`config.mk`:
```
export PLATFORM = sky130hd
export DESIGN_NAME = phase_vote_tracker
export DESIGN_NICKNAME = d
export VERILOG_FILES = /design/src/rtl/phase_track_pkg.sv /design/src/rtl/decim_stage.sv /design/src/rtl/vote_ctrl.sv /design/src/rtl/code_path.sv /design/src/rtl/phase_vote_tracker.sv
export SDC_FILE = /design/constraint.sdc
export NUM_CORES = 1
export LEC_CHECK = 0
export BUFFER_PORTS_ARGS = -buffer_cell sky130_fd_sc_hd__buf_2
export CORE_ASPECT_RATIO = 0.75
export CORE_UTILIZATION = 40
export CTS_CLUSTER_DIAMETER = 80
export CTS_CLUSTER_SIZE = 25
export DETAILED_ROUTE_END_ITERATION = 12
export GPL_TIMING_DRIVEN = 1
export PLACE_DENSITY = 0.64
export SYNTH_ARGS = -nofsm -noshare
export SYNTH_HDL_FRONTEND = slang
export SYNTH_HIERARCHICAL = 1
export SYNTH_SLANG_ARGS = --single-unit
```
`constraint.sdc`:
```
create_clock -name clk -period 7.8 [get_ports clk]
set_input_delay 1.56 -clock clk [delete_from_list [all_inputs] [get_ports clk]]
set_output_delay 1.56 -clock clk [all_outputs]
set_load 0.02 [all_outputs]
```
`src/rtl/phase_track_pkg.sv`:
```
package phase_track_pkg;

  typedef struct packed {
    logic vld;
    logic up;
    logic dn;
  } vote_t;

  // opposing votes cancel, a single or matching vote survives
  function automatic vote_t combineVotes(input vote_t a, input vote_t b, input logic vld);
    vote_t r;
    r.vld = vld;
    r.up  = vld & (a.up | b.up) & ~(a.dn | b.dn);
    r.dn  = vld & (a.dn | b.dn) & ~(a.up | b.up);
    return r;
  endfunction

endpackage

```
`src/rtl/decim_stage.sv`:
```
module decim_stage
  import phase_track_pkg::*;
(
  input  logic  clk,
  input  logic  rstN,
  input  vote_t inV,
  output vote_t outV
);

  logic  half;
  vote_t held;

  always_ff @(posedge clk) begin
    if (!rstN) begin
      half <= 1'b0;
      held <= '0;
    end else if (inV.vld) begin
      if (!half) begin
        held <= inV;
        half <= 1'b1;
      end else begin
        half <= 1'b0;
      end
    end
  end

  always_comb outV = combineVotes(held, inV, inV.vld & half);

  // an emitted vote consumes the pair, so two outputs never come back to back
  a_r4_pairing: assert property (@(posedge clk) disable iff (!rstN)
    outV.vld |=> !outV.vld);

endmodule

```
`src/rtl/vote_ctrl.sv`:
```
module vote_ctrl
  import phase_track_pkg::*;
#(
  parameter int NUM_STAGES = 4,
  localparam int SEL_W = $clog2(NUM_STAGES + 1)
) (
  input  logic             clk,
  input  logic             rstN,
  input  logic             rxEn,
  input  logic             dPrev,
  input  logic             eEven,
  input  logic             dEven,
  input  logic             eOdd,
  input  logic             dOdd,
  input  logic [SEL_W-1:0] bwSel,
  output vote_t            strobe
);

  logic  xPrevE, xEvenE, xEvenO, xOddO;
  vote_t slotA, slotB;
  vote_t chain [NUM_STAGES+1];
  logic [SEL_W-1:0] selIdx;

  always_comb begin
    xPrevE = dPrev ^ eEven;
    xEvenE = eEven ^ dEven;
    xEvenO = dEven ^ eOdd;
    xOddO  = eOdd  ^ dOdd;
    slotA.vld = 1'b1;
    slotA.up  = xPrevE & ~xEvenE;
    slotA.dn  = xEvenE & ~xPrevE;
    slotB.vld = 1'b1;
    slotB.up  = xEvenO & ~xOddO;
    slotB.dn  = xOddO  & ~xEvenO;
    chain[0]  = combineVotes(slotA, slotB, rxEn);
  end

  for (genvar g = 1; g <= NUM_STAGES; g++) begin : g_stage
    decim_stage u_stage (
      .clk  (clk),
      .rstN (rstN),
      .inV  (chain[g-1]),
      .outV (chain[g])
    );
  end

  always_comb begin
    if (bwSel > SEL_W'(NUM_STAGES)) selIdx = SEL_W'(NUM_STAGES);
    else                            selIdx = bwSel;
    strobe = chain[selIdx];
  end

  // merged and decimated strobes never request both directions
  a_r3_exclusive: assert property (@(posedge clk) disable iff (!rstN)
    !(strobe.up && strobe.dn));

  // no vote leaves the chain outside receive mode
  a_r6_no_strobe: assert property (@(posedge clk) disable iff (!rstN)
    !rxEn |-> !strobe.vld);

endmodule

```
`src/rtl/code_path.sv`:
```
module code_path
  import phase_track_pkg::*;
#(
  parameter int CODE_W = 7,
  localparam logic [CODE_W-1:0] CODE_MAX = '1,
  localparam logic [CODE_W-1:0] CODE_MID = CODE_W'(1) << (CODE_W - 1)
) (
  input  logic              clk,
  input  logic              rstN,
  input  logic              en,
  input  vote_t             strobe,
  output logic [CODE_W-1:0] code
);

  logic rev;
  logic doStep, effUp;

  always_comb begin
    doStep = en & strobe.vld & (strobe.up | strobe.dn);
    effUp  = strobe.up ^ rev;
  end

  always_ff @(posedge clk) begin
    if (!rstN) begin
      code <= CODE_MID;
      rev  <= 1'b0;
    end else if (doStep) begin
      if (effUp) begin
        if (code == CODE_MAX) begin
          code <= CODE_MAX - 1'b1;
          rev  <= ~rev;
        end else begin
          code <= code + 1'b1;
        end
      end else begin
        if (code == '0) begin
          code <= CODE_W'(1);
          rev  <= ~rev;
        end else begin
          code <= code - 1'b1;
        end
      end
    end
  end

  // disabled receive mode freezes the code
  a_r6_hold: assert property (@(posedge clk) disable iff (!rstN)
    !en |=> $stable(code));

  // at most one LSB of movement per clock
  a_r9_single_step: assert property (@(posedge clk) disable iff (!rstN)
    1'b1 |=> (code == $past(code)) || (code == $past(code) + 1'b1) || (code == $past(code) - 1'b1));

  // no wrap from full scale to zero
  a_r7_no_wrap_top: assert property (@(posedge clk) disable iff (!rstN)
    code == CODE_MAX |=> code != '0);

  // no wrap from zero to full scale
  a_r8_no_wrap_bottom: assert property (@(posedge clk) disable iff (!rstN)
    code == '0 |=> code != CODE_MAX);

endmodule

```
`src/rtl/phase_vote_tracker.sv`:
```
module phase_vote_tracker
  import phase_track_pkg::*;
#(
  parameter int CODE_W = 7,
  parameter int NUM_STAGES = 4,
  localparam int SEL_W = $clog2(NUM_STAGES + 1)
) (
  input  logic              clk,
  input  logic              rstN,
  input  logic              rxEn,
  input  logic              dPrev,
  input  logic              eEven,
  input  logic              dEven,
  input  logic              eOdd,
  input  logic              dOdd,
  input  logic [SEL_W-1:0]  bwSel,
  output logic [CODE_W-1:0] phaseCode
);

  vote_t strobe;

  vote_ctrl #(.NUM_STAGES(NUM_STAGES)) u_ctrl (
    .clk    (clk),
    .rstN   (rstN),
    .rxEn   (rxEn),
    .dPrev  (dPrev),
    .eEven  (eEven),
    .dEven  (dEven),
    .eOdd   (eOdd),
    .dOdd   (dOdd),
    .bwSel  (bwSel),
    .strobe (strobe)
  );

  code_path #(.CODE_W(CODE_W)) u_path (
    .clk    (clk),
    .rstN   (rstN),
    .en     (rxEn),
    .strobe (strobe),
    .code   (phaseCode)
  );

endmodule

```
=== Yosys cells after proc, flatten, opt, wreduce, memory -nomap -nowiden ===
Cells that the tools add are included.

* Mux-type cells: 14
* Order comparisons: 2
* Reduce and logical (&&, ||, !) cells: 7
* Bitwise logic cells: 66
* Add/sub/neg operators: 2
* Equality and inequality tests: 2

{| class="wikitable"
|+ Operators by type and width
! cell !! count
|-
| 1-bit AND || 30
|-
| 7-bit 2-to-1 mux || 3
|-
| 1-bit inverter || 19
|-
| 1-bit OR || 11
|-
| 3-bit binary-select mux with 3-bit select || 1
|-
| 3-bit 2-to-1 mux || 3
|-
| 2-bit AND reduction || 4
|-
| 7-bit by 1-bit adder with 7-bit output (second input constant) || 1
|-
| 7-bit == test (second input constant) || 1
|-
| 7-bit logical NOT || 1
|-
| 1-bit 2-to-1 mux || 7
|-
| 7-bit by 1-bit subtractor with 7-bit output (second input constant) || 1
|-
| 1-bit bitwise XOR || 5
|-
| 4-bit greater-or-equal comparator (second input constant) || 1
|-
| 3-bit inverter with 4-bit output || 1
|-
| 3-bit greater-than comparator (second input constant) || 1
|-
| 3-bit AND reduction || 1
|-
| 2-bit inequality test (second input constant) || 1
|-
| 2-bit nonzero test || 1
|}

* Output and inout bits: 7
* Word-level logic and storage cells: 107
* Bits in registers: 20

=== Depth between registers and ports, before layout ===
* Depth after elaboration: 24
* Depth in mapped cells: 22

=== Cells and area by module ===
The synthesis kept the hierarchy.

{| class="wikitable"
|+ Modules (own cells, without submodules)
! module !! instances !! area each (um2) !! cells each
|-
| decim_stage || 4 || 165.2 || 18
|-
| code_path || 1 || 625.6 || 79
|-
| vote_ctrl || 1 || 234.0 || 32
|}

=== Least setup slack after synthesis ===
No wires, ideal clock.

* Path kind: input port to flip-flop
* Start point: in dOdd
* End point: reg u_path.code[5]
* Stages: 20
* Path slack: 2.847 ns
* Setup time: 0.116 ns
* Arrival: 4.837 ns
* Cells stage by stage: a2bb2oi_1 -> nor2_1 -> a221oi_1 -> and2_1 -> nor2_1 -> nor4_2 -> nor2_1 -> nor4_2 -> nor2_1 -> nor4_2 -> nor4_2 -> a21oi_1 -> o21ai_0 -> a31o_2 -> buf_6 -> xor2_1 -> or4_4 -> o31ai_2 -> nand3_1 -> o211a_1

{| class="wikitable"
|+ RTL lines
! what !! line !! RTL
|-
| start, declared || phase_vote_tracker.sv:15 || <nowiki>input logic dOdd,</nowiki>
|-
| end signal, assigned || code_path.sv:30 || <nowiki>code <= CODE_MAX - 1'b1;</nowiki>
|-
| end signal, assigned || code_path.sv:33 || <nowiki>code <= code + 1'b1;</nowiki>
|-
| end signal, assigned || code_path.sv:40 || <nowiki>code <= code - 1'b1;</nowiki>
|-
| end, declared || code_path.sv:12 || <nowiki>output logic [CODE_W-1:0] code</nowiki>
|}

==> insert_results.sql <==
INSERT INTO impl_metrics (metric_group, metric, value, unit) VALUES
('run_status', 'outcome', 'complete, no violations', ''),
('clock_tree', 'holdBufCountCts', '0', ''),
('clock_tree', 'clock_tree.root_cell', 'sky130_fd_sc_hd__clkbuf_8', ''),
('worst_setup_path', 'buffer_and_inverter_count_on_the_worst_path', '1', ''),
('detailed_routing', 'via_count', '1369', ''),
('synth', 'post_synth_inst_count', '183', ''),
('global_route', 'tot_gr_track_use', '0.1732', ''),
('global_route', 'grt_pass1_wl', '5589', 'um'),
('timing', 'rsz0062_at_grt', 'false', ''),
('floorplanning', 'placement_rows', '18', ''),
('placed_design', 'place_hpwl', '2457', 'um'),
('synth', 'synth_area', '1520', 'um^2'),
('clock_tree', 'clkSinkCount', '20', ''),
('timing', 'clock.fmax', '0.1753', 'GHz'),
('global_route', 'grt_pass1_vias', '1201', ''),
('clock_tree', 'path_clk_slew', '0.07', 'ns'),
('global_route', 'grt_remaining_overflow', '0', ''),
('timing', 'report.final.slew_viol_count', '0', ''),
('worst_hold_path', 'min-delay-path-class', 'flip-flop to flip-flop', ''),
('worst_setup_path', 'critical_path.cell_chain', 'buf_2 > a2bb2oi_1 > nor2_1 > a221oi_1 > and2_1 > nor2_1 > nor4_2 > nor2_1 > nor4_2 > nor2_1 > nor4_2 > nor4_2 > a21oi_1 > o21ai_0 > a31o_2 > xor2_1 > a31oi_1 > a31oi_1 > o211a_1', ''),
('detailed_routing', 'drtIter0Drc', '105', ''),
('detailed_routing', 'route.final.wire_length', '3261', 'um'),
('worst_setup_path', 'worst_setup_path_end_kind', 'flip-flop', ''),
('worst_setup_path', 'critical_path.startpoint_type', 'input pin', ''),
('synth', 'synth-warning-count', '6', ''),
('detailed_routing', 'ant_nets', '0', ''),
('synth', 'syn_nets', '197', ''),
('synth', 'post_synth.cell_area_avg', '8.307', 'um^2'),
('floorplanning', 'die-height', '55.39', 'um'),
('timing', 'worst_pin_slew', '0.8007', 'ns'),
('placed_design', 'numPortBuffers', '17', ''),
('timing', 'finalHoldViolCount', '0', ''),
('worst_setup_path', 'cp_slowest_stage_delay', '0.65', 'ns'),
('global_route', 'antenna_found_initial', '0', ''),
('worst_setup_path', 'reg2reg_slack', '3.81', 'ns'),
('clock_tree', 'tritoncts_buffers', '3', ''),
('floorplanning', 'floorplan.initialDensity', '0.4412', ''),
('floorplanning', 'die_width', '73.19', 'um'),
('floorplanning', 'top_level_ports', '18', ''),
('detailed_routing', 'routedWlPerCell', '13.15', 'um'),
('clock_tree', 'clkLatencyLatePin', '0.26', 'ns'),
('clock_tree', 'post_cts_setup_repair_bufs', '0', ''),
('worst_setup_path', 'timing.critical_path.max_delay_family', 'compound AO/OA/AOI/OAI gates', ''),
('finish', 'antenna_cells', '0', ''),
('synth', 'postSynth.asyncResetShare', '0', ''),
('worst_setup_path', 'setup.worst_path.class', 'input pin to flip-flop', ''),
('timing', 'skew', '0.001466', 'ns'),
('placed_design', 'gpl.final_weighted_congestion', '0.8854', ''),
('timing', 'maxSlewHeadroom', '0.4644', ''),
('timing', 'hold-worst-slack', '0.4924', 'ns'),
('detailed_routing', 'via_per_inst', '5.520', ''),
('power_and_ir_drop', 'power.ir.vdd_worst', '0.07898', 'mV'),
('detailed_routing', 'drc', '0', ''),
('finish', 'layout-drive-gt1-share', '0.2273', ''),
('clock_tree', 'htree_num_levels', '1', ''),
('finish', 'nNetsFinal', '213', ''),
('floorplanning', 'die_area', '4054', 'um^2'),
('synth', 'ys_seq_elements', '20', ''),
('synth', 'synth_enable_flop_cells', '0', ''),
('power_and_ir_drop', 'total_leakage_power', '0.7019', 'nW'),
('flow_run', 'cap_viol_max_count', '0', ''),
('synth', 'yosysUniqueCellTypes', '47', ''),
('clock_tree', 'cts_repair_resize_count', '0', ''),
('finish', 'area.growth.synth_to_final', '10.53', '%'),
('finish', 'n_fill_cell', '337', ''),
('timing', 'finalCriticalPeriod', '5.704', 'ns'),
('worst_setup_path', 'timing.critical_path.fanout_max', '13', ''),
('floorplanning', 'placeableCoreArea', '3446', 'um^2'),
('power_and_ir_drop', 'p_per_area', '124.9', 'nW/um^2'),
('finish', 'stdcell_count', '248', ''),
('detailed_routing', 'drtPass1Iterations', '5', '');
## cells in the final DEF, fill, tap and decap left out, types with 5 or more instances in the layout
| cell | instances |
|---|---|
| sky130_fd_sc_hd__a21oi_1 | 9 |
| sky130_fd_sc_hd__inv_1 | 9 |
| sky130_fd_sc_hd__nor2_1 | 12 |
| sky130_fd_sc_hd__mux2i_1 | 12 |
| sky130_fd_sc_hd__o21ai_0 | 10 |
| sky130_fd_sc_hd__nand3_1 | 9 |
| sky130_fd_sc_hd__dfxtp_1 | 20 |
| sky130_fd_sc_hd__buf_2 | 17 |
| sky130_fd_sc_hd__nand2_1 | 24 |
| sky130_fd_sc_hd__nor4_2 | 8 |
| sky130_fd_sc_hd__nor2b_1 | 5 |
## report_power, final
part	switching, mW	internal (mW)	total [mW]
sequential	0.00174	0.103	0.105
combinational	0.0146	0.0109	0.0255
clock	0.0343	0.0449	0.0793
## worst reg2reg max path, delay by kind of cell, from the launching register on
kind,cells,cell delay [ns]
and+or+nand+nor,7,1.55
AOI/OAI and AO/OA,6,1.33
xor gates and xnor gates,1,0.65
DFF,1,0.41
## final cells by class
type                    instances  area (um^2)  share of cell area
multi-input cells             148         1044              0.6210
flip-flops and latches         20        400.4              0.2383
repair buffers                 17        85.08             0.05063
well taps                      50        62.56             0.03723
clock buffers                   4        55.05             0.03276
inverters                       9        33.78             0.02010
## path summary, 6_finish.rpt
check / start / to / cells past startpoint
worst max-delay path: dEven / u_path/code[5]$_SDFFE_PN0P_ / 19
worst min-delay path: u_ctrl/g_stage[3].u_stage/held[0]$_SDFFE_PN0P_ / u_ctrl/g_stage[3].u_stage/held[0]$_SDFFE_PN0P_ / 2
worst max register to register: u_ctrl/g_stage[1].u_stage/half$_SDFFE_PN0P_ / u_path/code[5]$_SDFFE_PN0P_ / 14
worst min register to register: u_ctrl/g_stage[3].u_stage/held[0]$_SDFFE_PN0P_ / u_ctrl/g_stage[3].u_stage/held[0]$_SDFFE_PN0P_ / 2
## registers in the layout, indices dropped and copies added (netlist names)
register,cells
u_ctrl/g_stage.u_stage/held,8
u_path/code,7
u_ctrl/g_stage.u_stage/half,4
u_path/rev,1
## cells in the mapped netlist, drive strengths merged, types with 4 or more instances
cell type	n	area [um^2]
a21oi	9	45.04
nor2b	9	86.33
a31oi	4	25.02
nand3	9	45.04
nor2	13	51.30
nor4	9	106.4
dfxtp	20	400.4
o21a	4	30.03
o21ai	11	55.05
buf	6	42.54
mux2i	12	120.1
inv	9	33.78
nand2	28	115.1
## kinds of logic (layout without fill, tap and decap cells)
group,count (synthesis),in the layout,share of synthesized area
buffers and inverters,15,30,0.05020
flip-flops,20,20,0.2634
adder cells (fa/ha/maj),3,3,0.02469
AND/OR/NAND/NOR,83,83,0.3465
multiplexers,14,14,0.1012
XOR/XNOR,2,2,0.01152
AO/OA/AOI/OAI,46,46,0.2025
## per-stage QoR
| stage | worst slack [ns] | power [mW] | instance area (um^2) | utilization |
|---|---|---|---|---|
| after global placement | 1.990 | 0.1318 | 1625 | 0.4717 |
| after detailed placement | 1.913 | 0.1328 | 1625 | 0.4717 |
| after CTS | 2.161 | 0.2125 | 1680 | 0.4877 |
| final | 2.096 | 0.2099 | 1680 | 0.4877 |
| after global routing | 1.554 | 0.2213 | 1680 | 0.4877 |
| after floorplan | 2.847 | 0.1239 | 1520 | - |
## metal layers
| layer | vias up | global-route usage | share of wire |
|---|---|---|---|
| met3 | 2 | 0.04745 | 0.060 |
| met4 | 0 | 0.03361 | 0.0031 |
| li1 | 701 | - | - |
| met5 | - | 0 | 0 |
| met1 | 624 | 0.2528 | 0.51 |
| met2 | 42 | 0.2526 | 0.43 |
(Power assumes the default switching activity.)
